==> src/rtl/mac_pkg.sv <==
package mac_pkg;

    typedef enum logic [1:0] {
        OP_MUL   = 2'd0,
        OP_SQR   = 2'd1,
        OP_MAC   = 2'd2,
        OP_SQMAC = 2'd3
    } op_e;

    typedef struct packed {
        logic sgn;
        op_e  op;
    } ctrl_t;

    typedef enum logic [2:0] {
        A_CTRL = 3'd0,
        A_MA   = 3'd1,
        A_MB   = 3'd2,
        A_PLO  = 3'd3,
        A_PHI  = 3'd4,
        A_ALO  = 3'd5,
        A_AMID = 3'd6,
        A_AHI  = 3'd7
    } addr_e;

    localparam int CTRL_CLR_BIT = 3;
    localparam int CTRL_OVF_BIT = 4;

    function automatic logic is_square(op_e op);
        return (op == OP_SQR) || (op == OP_SQMAC);
    endfunction

    function automatic logic does_acc(op_e op);
        return (op == OP_MAC) || (op == OP_SQMAC);
    endfunction

endpackage

==> src/rtl/mac_mult.sv <==
module mac_mult #(
    parameter int W = 16
) (
    input  logic [W-1:0]   a,
    input  logic [W-1:0]   b,
    input  logic           sgn,
    output logic [2*W-1:0] p
);
    localparam int FW = 2*W + 2;

    logic signed [W:0]    ea;
    logic signed [W:0]    eb;
    logic signed [FW-1:0] full;

    assign ea   = {sgn & a[W-1], a};
    assign eb   = {sgn & b[W-1], b};
    assign full = FW'(ea) * FW'(eb);
    assign p    = full[2*W-1:0];

endmodule

==> src/rtl/mac_accum.sv <==
module mac_accum #(
    parameter int PW    = 32,
    parameter int ACC_W = 40
) (
    input  logic             clk,
    input  logic             rst,
    input  logic             clr,
    input  logic             add_en,
    input  logic             sgn,
    input  logic [PW-1:0]    prod,
    output logic [ACC_W-1:0] acc,
    output logic             ovf
);
    localparam int GW = ACC_W - PW;

    logic [ACC_W-1:0] addend;
    logic [ACC_W:0]   sum;
    logic             wrap;

    assign addend = {{GW{sgn & prod[PW-1]}}, prod};
    assign sum    = {1'b0, acc} + {1'b0, addend};

    always_comb begin
        if (sgn)
            wrap = (acc[ACC_W-1] == addend[ACC_W-1]) && (sum[ACC_W-1] != acc[ACC_W-1]);
        else
            wrap = sum[ACC_W];
    end

    always_ff @(posedge clk) begin
        if (rst || clr) begin
            acc <= '0;
            ovf <= 1'b0;
        end else if (add_en) begin
            acc <= sum[ACC_W-1:0];
            if (wrap)
                ovf <= 1'b1;
        end
    end

    AST_ACC_HOLD: assert property (@(posedge clk) disable iff (rst)
        (!add_en && !clr) |=> $stable(acc)) else $error("acc moved");
    AST_CLEAR: assert property (@(posedge clk) disable iff (rst)
        clr |=> (acc == '0) && !ovf) else $error("clear failed");
    AST_OVF_STICKY: assert property (@(posedge clk) disable iff (rst)
        (ovf && !clr) |=> ovf) else $error("ovf dropped");
    AST_RESET_ZERO: assert property (@(posedge clk)
        rst |=> (acc == '0) && !ovf) else $error("reset state");

endmodule

==> src/rtl/mac_unit.sv <==
module mac_unit #(
    parameter int OP_W    = 16,
    parameter int GUARD_W = 8
) (
    input  logic            clk,
    input  logic            rst,
    input  logic            wr_en,
    input  logic            rd_en,
    input  logic [2:0]      addr,
    input  logic [OP_W-1:0] wdata,
    output logic [OP_W-1:0] rdata
);
    import mac_pkg::*;

    localparam int PW    = 2 * OP_W;
    localparam int ACC_W = PW + GUARD_W;

    ctrl_t            ctrl_q;
    logic [OP_W-1:0]  ma_q, mb_q;
    logic [PW-1:0]    prod_q, prod_c;
    logic [ACC_W-1:0] acc;
    logic             ovf;
    logic [OP_W-1:0]  fa, fb;
    logic             wr_ctrl, wr_ma, wr_mb, trig, clr;
    addr_e            ra;

    assign wr_ctrl = wr_en && (addr == A_CTRL);
    assign wr_ma   = wr_en && (addr == A_MA);
    assign wr_mb   = wr_en && (addr == A_MB);
    assign trig    = is_square(ctrl_q.op) ? wr_ma : wr_mb;
    assign clr     = wr_ctrl && wdata[CTRL_CLR_BIT];

    assign fa = is_square(ctrl_q.op) ? wdata : ma_q;
    assign fb = wdata;

    mac_mult #(.W(OP_W)) u_mult (
        .a   (fa),
        .b   (fb),
        .sgn (ctrl_q.sgn),
        .p   (prod_c)
    );

    mac_accum #(.PW(PW), .ACC_W(ACC_W)) u_acc (
        .clk    (clk),
        .rst    (rst),
        .clr    (clr),
        .add_en (trig && does_acc(ctrl_q.op)),
        .sgn    (ctrl_q.sgn),
        .prod   (prod_c),
        .acc    (acc),
        .ovf    (ovf)
    );

    always_ff @(posedge clk) begin
        if (rst) begin
            ctrl_q <= '0;
            ma_q   <= '0;
            mb_q   <= '0;
            prod_q <= '0;
        end else begin
            if (wr_ctrl) ctrl_q <= ctrl_t'(wdata[2:0]);
            if (wr_ma)   ma_q   <= wdata;
            if (wr_mb)   mb_q   <= wdata;
            if (trig)    prod_q <= prod_c;
        end
    end

    always_comb begin
        ra    = addr_e'(addr);
        rdata = '0;
        if (rd_en) begin
            case (ra)
                A_CTRL: begin
                    rdata[2:0]          = ctrl_q;
                    rdata[CTRL_OVF_BIT] = ovf;
                end
                A_MA:   rdata = ma_q;
                A_MB:   rdata = mb_q;
                A_PLO:  rdata = prod_q[OP_W-1:0];
                A_PHI:  rdata = prod_q[PW-1:OP_W];
                A_ALO:  rdata = acc[OP_W-1:0];
                A_AMID: rdata = acc[PW-1:OP_W];
                A_AHI:  rdata[GUARD_W-1:0] = acc[ACC_W-1:PW];
                default: rdata = '0;
            endcase
        end
    end

    AST_PROD_HOLD: assert property (@(posedge clk) disable iff (rst)
        !trig |=> $stable(prod_q)) else $error("product moved");
    AST_MA_HOLD: assert property (@(posedge clk) disable iff (rst)
        !wr_ma |=> $stable(ma_q)) else $error("operand moved");

endmodule

==> config.mk <==
export PLATFORM = sky130hd
export DESIGN_NAME = mac_unit
export DESIGN_NICKNAME = d
export VERILOG_FILES = /design/src/rtl/mac_pkg.sv /design/src/rtl/mac_mult.sv /design/src/rtl/mac_accum.sv /design/src/rtl/mac_unit.sv
export SDC_FILE = /design/constraint.sdc
export NUM_CORES = 1
export LEC_CHECK = 0
export ABC_AREA = 1
export BUFFER_PORTS_ARGS = -buffer_cell sky130_fd_sc_hd__buf_2
export CORE_UTILIZATION = 40
export DETAILED_ROUTE_END_ITERATION = 8
export GPL_ROUTABILITY_DRIVEN = 0
export GPL_TIMING_DRIVEN = 0
export PLACE_DENSITY_LB_ADDON = 0.1
export RECOVER_POWER = 25
export SLEW_MARGIN = 25
export SYNTH_ARGS = -nofsm -noshare
export SYNTH_HDL_FRONTEND = slang
export SYNTH_SLANG_ARGS = --single-unit
==> constraint.sdc <==
create_clock -name clk -period 6.9 [get_ports clk]
set_input_delay 0.345 -clock clk [delete_from_list [all_inputs] [get_ports clk]]
set_output_delay 0.345 -clock clk [all_outputs]
set_load 0.1 [all_outputs]
==> flow_summary.json <==
{
  "max-slew-margin-rel_pct": 45.61,
  "cts_buffer_depth": 2,
  "routed_vias": 17880,
  "io_pins": 39,
  "report.final.setup_viol": 25,
  "crit_path_start_kind": "flop",
  "finish.instance_area_sq_um": 24290,
  "ys_seq_elements": 108,
  "report.final.slew_viol_count": 0,
  "route.detailed.wl_per_inst_um": 21.63,
  "core_area_sq_um": 44320,
  "first_pass_grt_wire_length_um": 107000,
  "status": "finished with violations",
  "clkSlewWorstSetupHoldPaths_ns": 0.08,
  "area_growth_syn_to_layout_pct": 35.02,
  "final-hold-violation-count": 0,
  "switching_power_share_of_the_total_pct": 52.02,
  "max_cap_violation_count": 0,
  "die_x_um": 214.1,
  "drive_gt1_share_pct": 29.02,
  "via_count_of_the_first_global_routing_pass": 17670,
  "edff_count_synth": 0,
  "syn_area_per_cell_sq_um": 7.264,
  "min_period_over_period_pct": 110.4,
  "finalWirelength_um": 71800,
  "synthesis.nets": 2905,
  "crit_path_top_delay_cell": "sky130_fd_sc_hd__fa_1",
  "synth_warnings": 0,
  "grt_start_max_net_pins": 21,
  "antenna_violations_before_repair": 1,
  "tightestPinTransition_ns": 0.8159,
  "internal_power_component_mw": 2.635,
  "failed_checks": "setup timing",
  "cts_tree": "yes",
  "dp_slack_ns": -2.284,
  "grtUsageTotal_pct": 30.98,
  "largest_vdd_supply_drop_uv": 190.9,
  "count_of_routing_violations_after_the_opening_detailed_route_iteration": 1531,
  "worstSetupEndpointType": "flop",
  "asyncSetResetFlopFracSynth_pct": 0,
  "yosys.cell_count.top_type": "sky130_fd_sc_hd__inv_1",
  "numClockSinks": 108,
  "final.min_clock_period_ns": 7.617,
  "rsz0062_at_grt": "yes",
  "clk_latency_ns": 0.38,
  "max_freq_ghz": 0.1313,
  "post-route-drc-count": 0,
  "required_time_at_the_worst_slack_endpoint_ns": 7.18,
  "min_path_type": "input pin to flop",
  "yosysSeqAreaShare_pct": 12.02,
  "dp_hpwl_um": 55260,
  "gate_count_post_synth": 2477,
  "timing.clock.skew_ns": 0.01129,
  "netlist-cell-type-count": 42,
  "ws_path_type": "flop to flop",
  "worst_path_largest_cell_delay_ns": 0.58,
  "share_comb_of_total_power_pct": 77.1,
  "layout_setup_ws_ns": -0.7165,
  "detail_route.vias_per_cell": 5.387,
  "nNetsFinal": 3149,
  "synth.top_cells.by_area": "sky130_fd_sc_hd__fa_1, sky130_fd_sc_hd__dfxtp_1, sky130_fd_sc_hd__inv_1, sky130_fd_sc_hd__nand2_1, sky130_fd_sc_hd__ha_1",
  "ys_top_cells_by_count": "sky130_fd_sc_hd__inv_1, sky130_fd_sc_hd__nand2_1, sky130_fd_sc_hd__nor2_1",
  "yosysTopAreaCellShare_pct": 31.49,
  "die_height_um": 214.1,
  "total_power_mw": 5.492,
  "path_max_fanout": 6,
  "placed_area_sq_um": 19200,
  "fp.dieArea_sq_um": 45840,
  "clock_power_share_pct": 10.8,
  "synth_area_leader_cell": "sky130_fd_sc_hd__fa_1",
  "mappedNetlistArea_sq_um": 17990,
  "tritoncts.num_buffers": 9,
  "worst-endpoint-arrival_ns": 7.90,
  "synth_ff_type": "sky130_fd_sc_hd__dfxtp_1",
  "rows": 77,
  "cts_hold_repair.buffers": 0,
  "antenna_violating_nets_post_route": 0,
  "residual_overflow_from_global_routing": 0,
  "htree_num_levels": 3,
  "root_driver": "sky130_fd_sc_hd__clkbuf_16",
  "power_density_nw_per_um2": 226.1,
  "power_leakage_nw": 11.83,
  "net-switching-power_mw": 2.857,
  "first_pass_iteration_count_of_the_detailed_router": 5,
  "io_buffer_count": 30,
  "start_util_pct": 40.60,
  "power.sequential.fraction_pct": 12.1
}
repair_timing:
item                       4_1_cts  5_1_grt
gates cloned                     4        1
setup buffers                  123       78
setup endpoints to repair       47       31
pin swaps                      113      164
gates resized for setup        440      329
sequential cells by signal (all words and copies together), names as in the netlist:
name,count
ctrl_q,3
prod_q,32
mb_q,16
u_acc.acc,40
ma_q,16
u_acc.ovf,1
power by group through the flow:
stage                     clock network, mW  logic (mW)  registers [mW]
after CTS                             0.597        3.36           0.664
final                                 0.591        4.24           0.665
after global routing                  0.621        4.49           0.667
after detailed placement                  0        2.29           0.678
after global placement                    0        2.29           0.677
after floorplan                           0        1.58           0.671
placed cells by master (no fill, tap or decap), types with 16 or more instances in the layout:
| cell | count |
|---|---|
| sky130_fd_sc_hd__ha_1 | 68 |
| sky130_fd_sc_hd__a21oi_4 | 35 |
| sky130_fd_sc_hd__inv_1 | 471 |
| sky130_fd_sc_hd__nor2_4 | 49 |
| sky130_fd_sc_hd__xor2_1 | 19 |
| sky130_fd_sc_hd__o21ai_0 | 96 |
| sky130_fd_sc_hd__fa_2 | 16 |
| sky130_fd_sc_hd__o21ai_1 | 35 |
| sky130_fd_sc_hd__ha_4 | 50 |
| sky130_fd_sc_hd__inv_2 | 51 |
| sky130_fd_sc_hd__nor2_1 | 237 |
| sky130_fd_sc_hd__o21bai_1 | 24 |
| sky130_fd_sc_hd__a221oi_1 | 16 |
| sky130_fd_sc_hd__clkbuf_1 | 45 |
| sky130_fd_sc_hd__nand3_1 | 48 |
| sky130_fd_sc_hd__nand2_2 | 68 |
| sky130_fd_sc_hd__fa_1 | 267 |
| sky130_fd_sc_hd__buf_4 | 149 |
| sky130_fd_sc_hd__a21oi_2 | 30 |
| sky130_fd_sc_hd__buf_2 | 33 |
| sky130_fd_sc_hd__nand2_4 | 43 |
| sky130_fd_sc_hd__buf_6 | 42 |
| sky130_fd_sc_hd__nor2_2 | 39 |
| sky130_fd_sc_hd__nand2_1 | 324 |
| sky130_fd_sc_hd__dfxtp_1 | 106 |
| sky130_fd_sc_hd__a21oi_1 | 97 |
| sky130_fd_sc_hd__nand3_2 | 23 |
worst max-delay path, delay by kind of cell (launching register included):
kind	cells	cell delay [ns]
and+or+nand+nor	10	1.26
adders and majority gates	8	3.44
DFF	1	0.40
buffers and inverters	8	0.95
xor gates and xnor gates	1	0.20
AOI/OAI and AO/OA	5	1.26
path summary, 6_finish.rpt:
path | end | slack, ns | from | cells past startpoint
max reg2reg | u_acc.acc[38] | -0.72 | ctrl_q[0] | 32
min | ctrl_q[0] | 0.28 | wdata[0] | 3
min reg2reg | prod_q[5] | 0.45 | prod_q[5] | 2
max | u_acc.acc[38] | -0.72 | ctrl_q[0] | 32
layer usage:
layer	vias to the layer above	wire (um)	GRT usage [%]
met5	-	13	0
met4	2	2561	10.12
met3	119	6176	5.262
met2	726	32800	48.58
met1	8908	30250	43.36
li1	8126	-	-
stage by stage:
stage / hold WS (ns) / util [%] / setup TNS [ns] / std cells
floorplan: 0.4268 / - / -0.008201 / 2477
global placement: 0.4516 / 43.33 / -59.73 / 3099
finish: 0.2814 / 54.82 / -10.16 / 3319
detailed placement: 0.4470 / 43.33 / -61.30 / 3099
global route: 0.3234 / 54.81 / -16.32 / 3318
CTS: 0.2728 / 50.65 / -8.371 / 3241
layout make-up:
type                       instances  area, sq um
fill                            4151        20020
multi-input combinational       1755        16520
sequential                       108         2170
inverter                         546         2150
timing repair buffer             231         2019
tap                              592        740.7
buffer                            68        369.1
clock buffer                       9        225.2
clock inverter                     7        91.34
timing repair inverter             2        10.01
antenna                            1        2.502
cells by family after synthesis:
kind of cell	Yosys count	share of synthesized area (%)
AOI/OAI and AO/OA	419	13.04
xor gates and xnor gates	51	2.482
adders and majority gates	405	39.97
buffers and inverters	614	13.02
DFF	108	12.02
and+or+nand+nor	880	19.47
(Power assumes the default switching activity.)
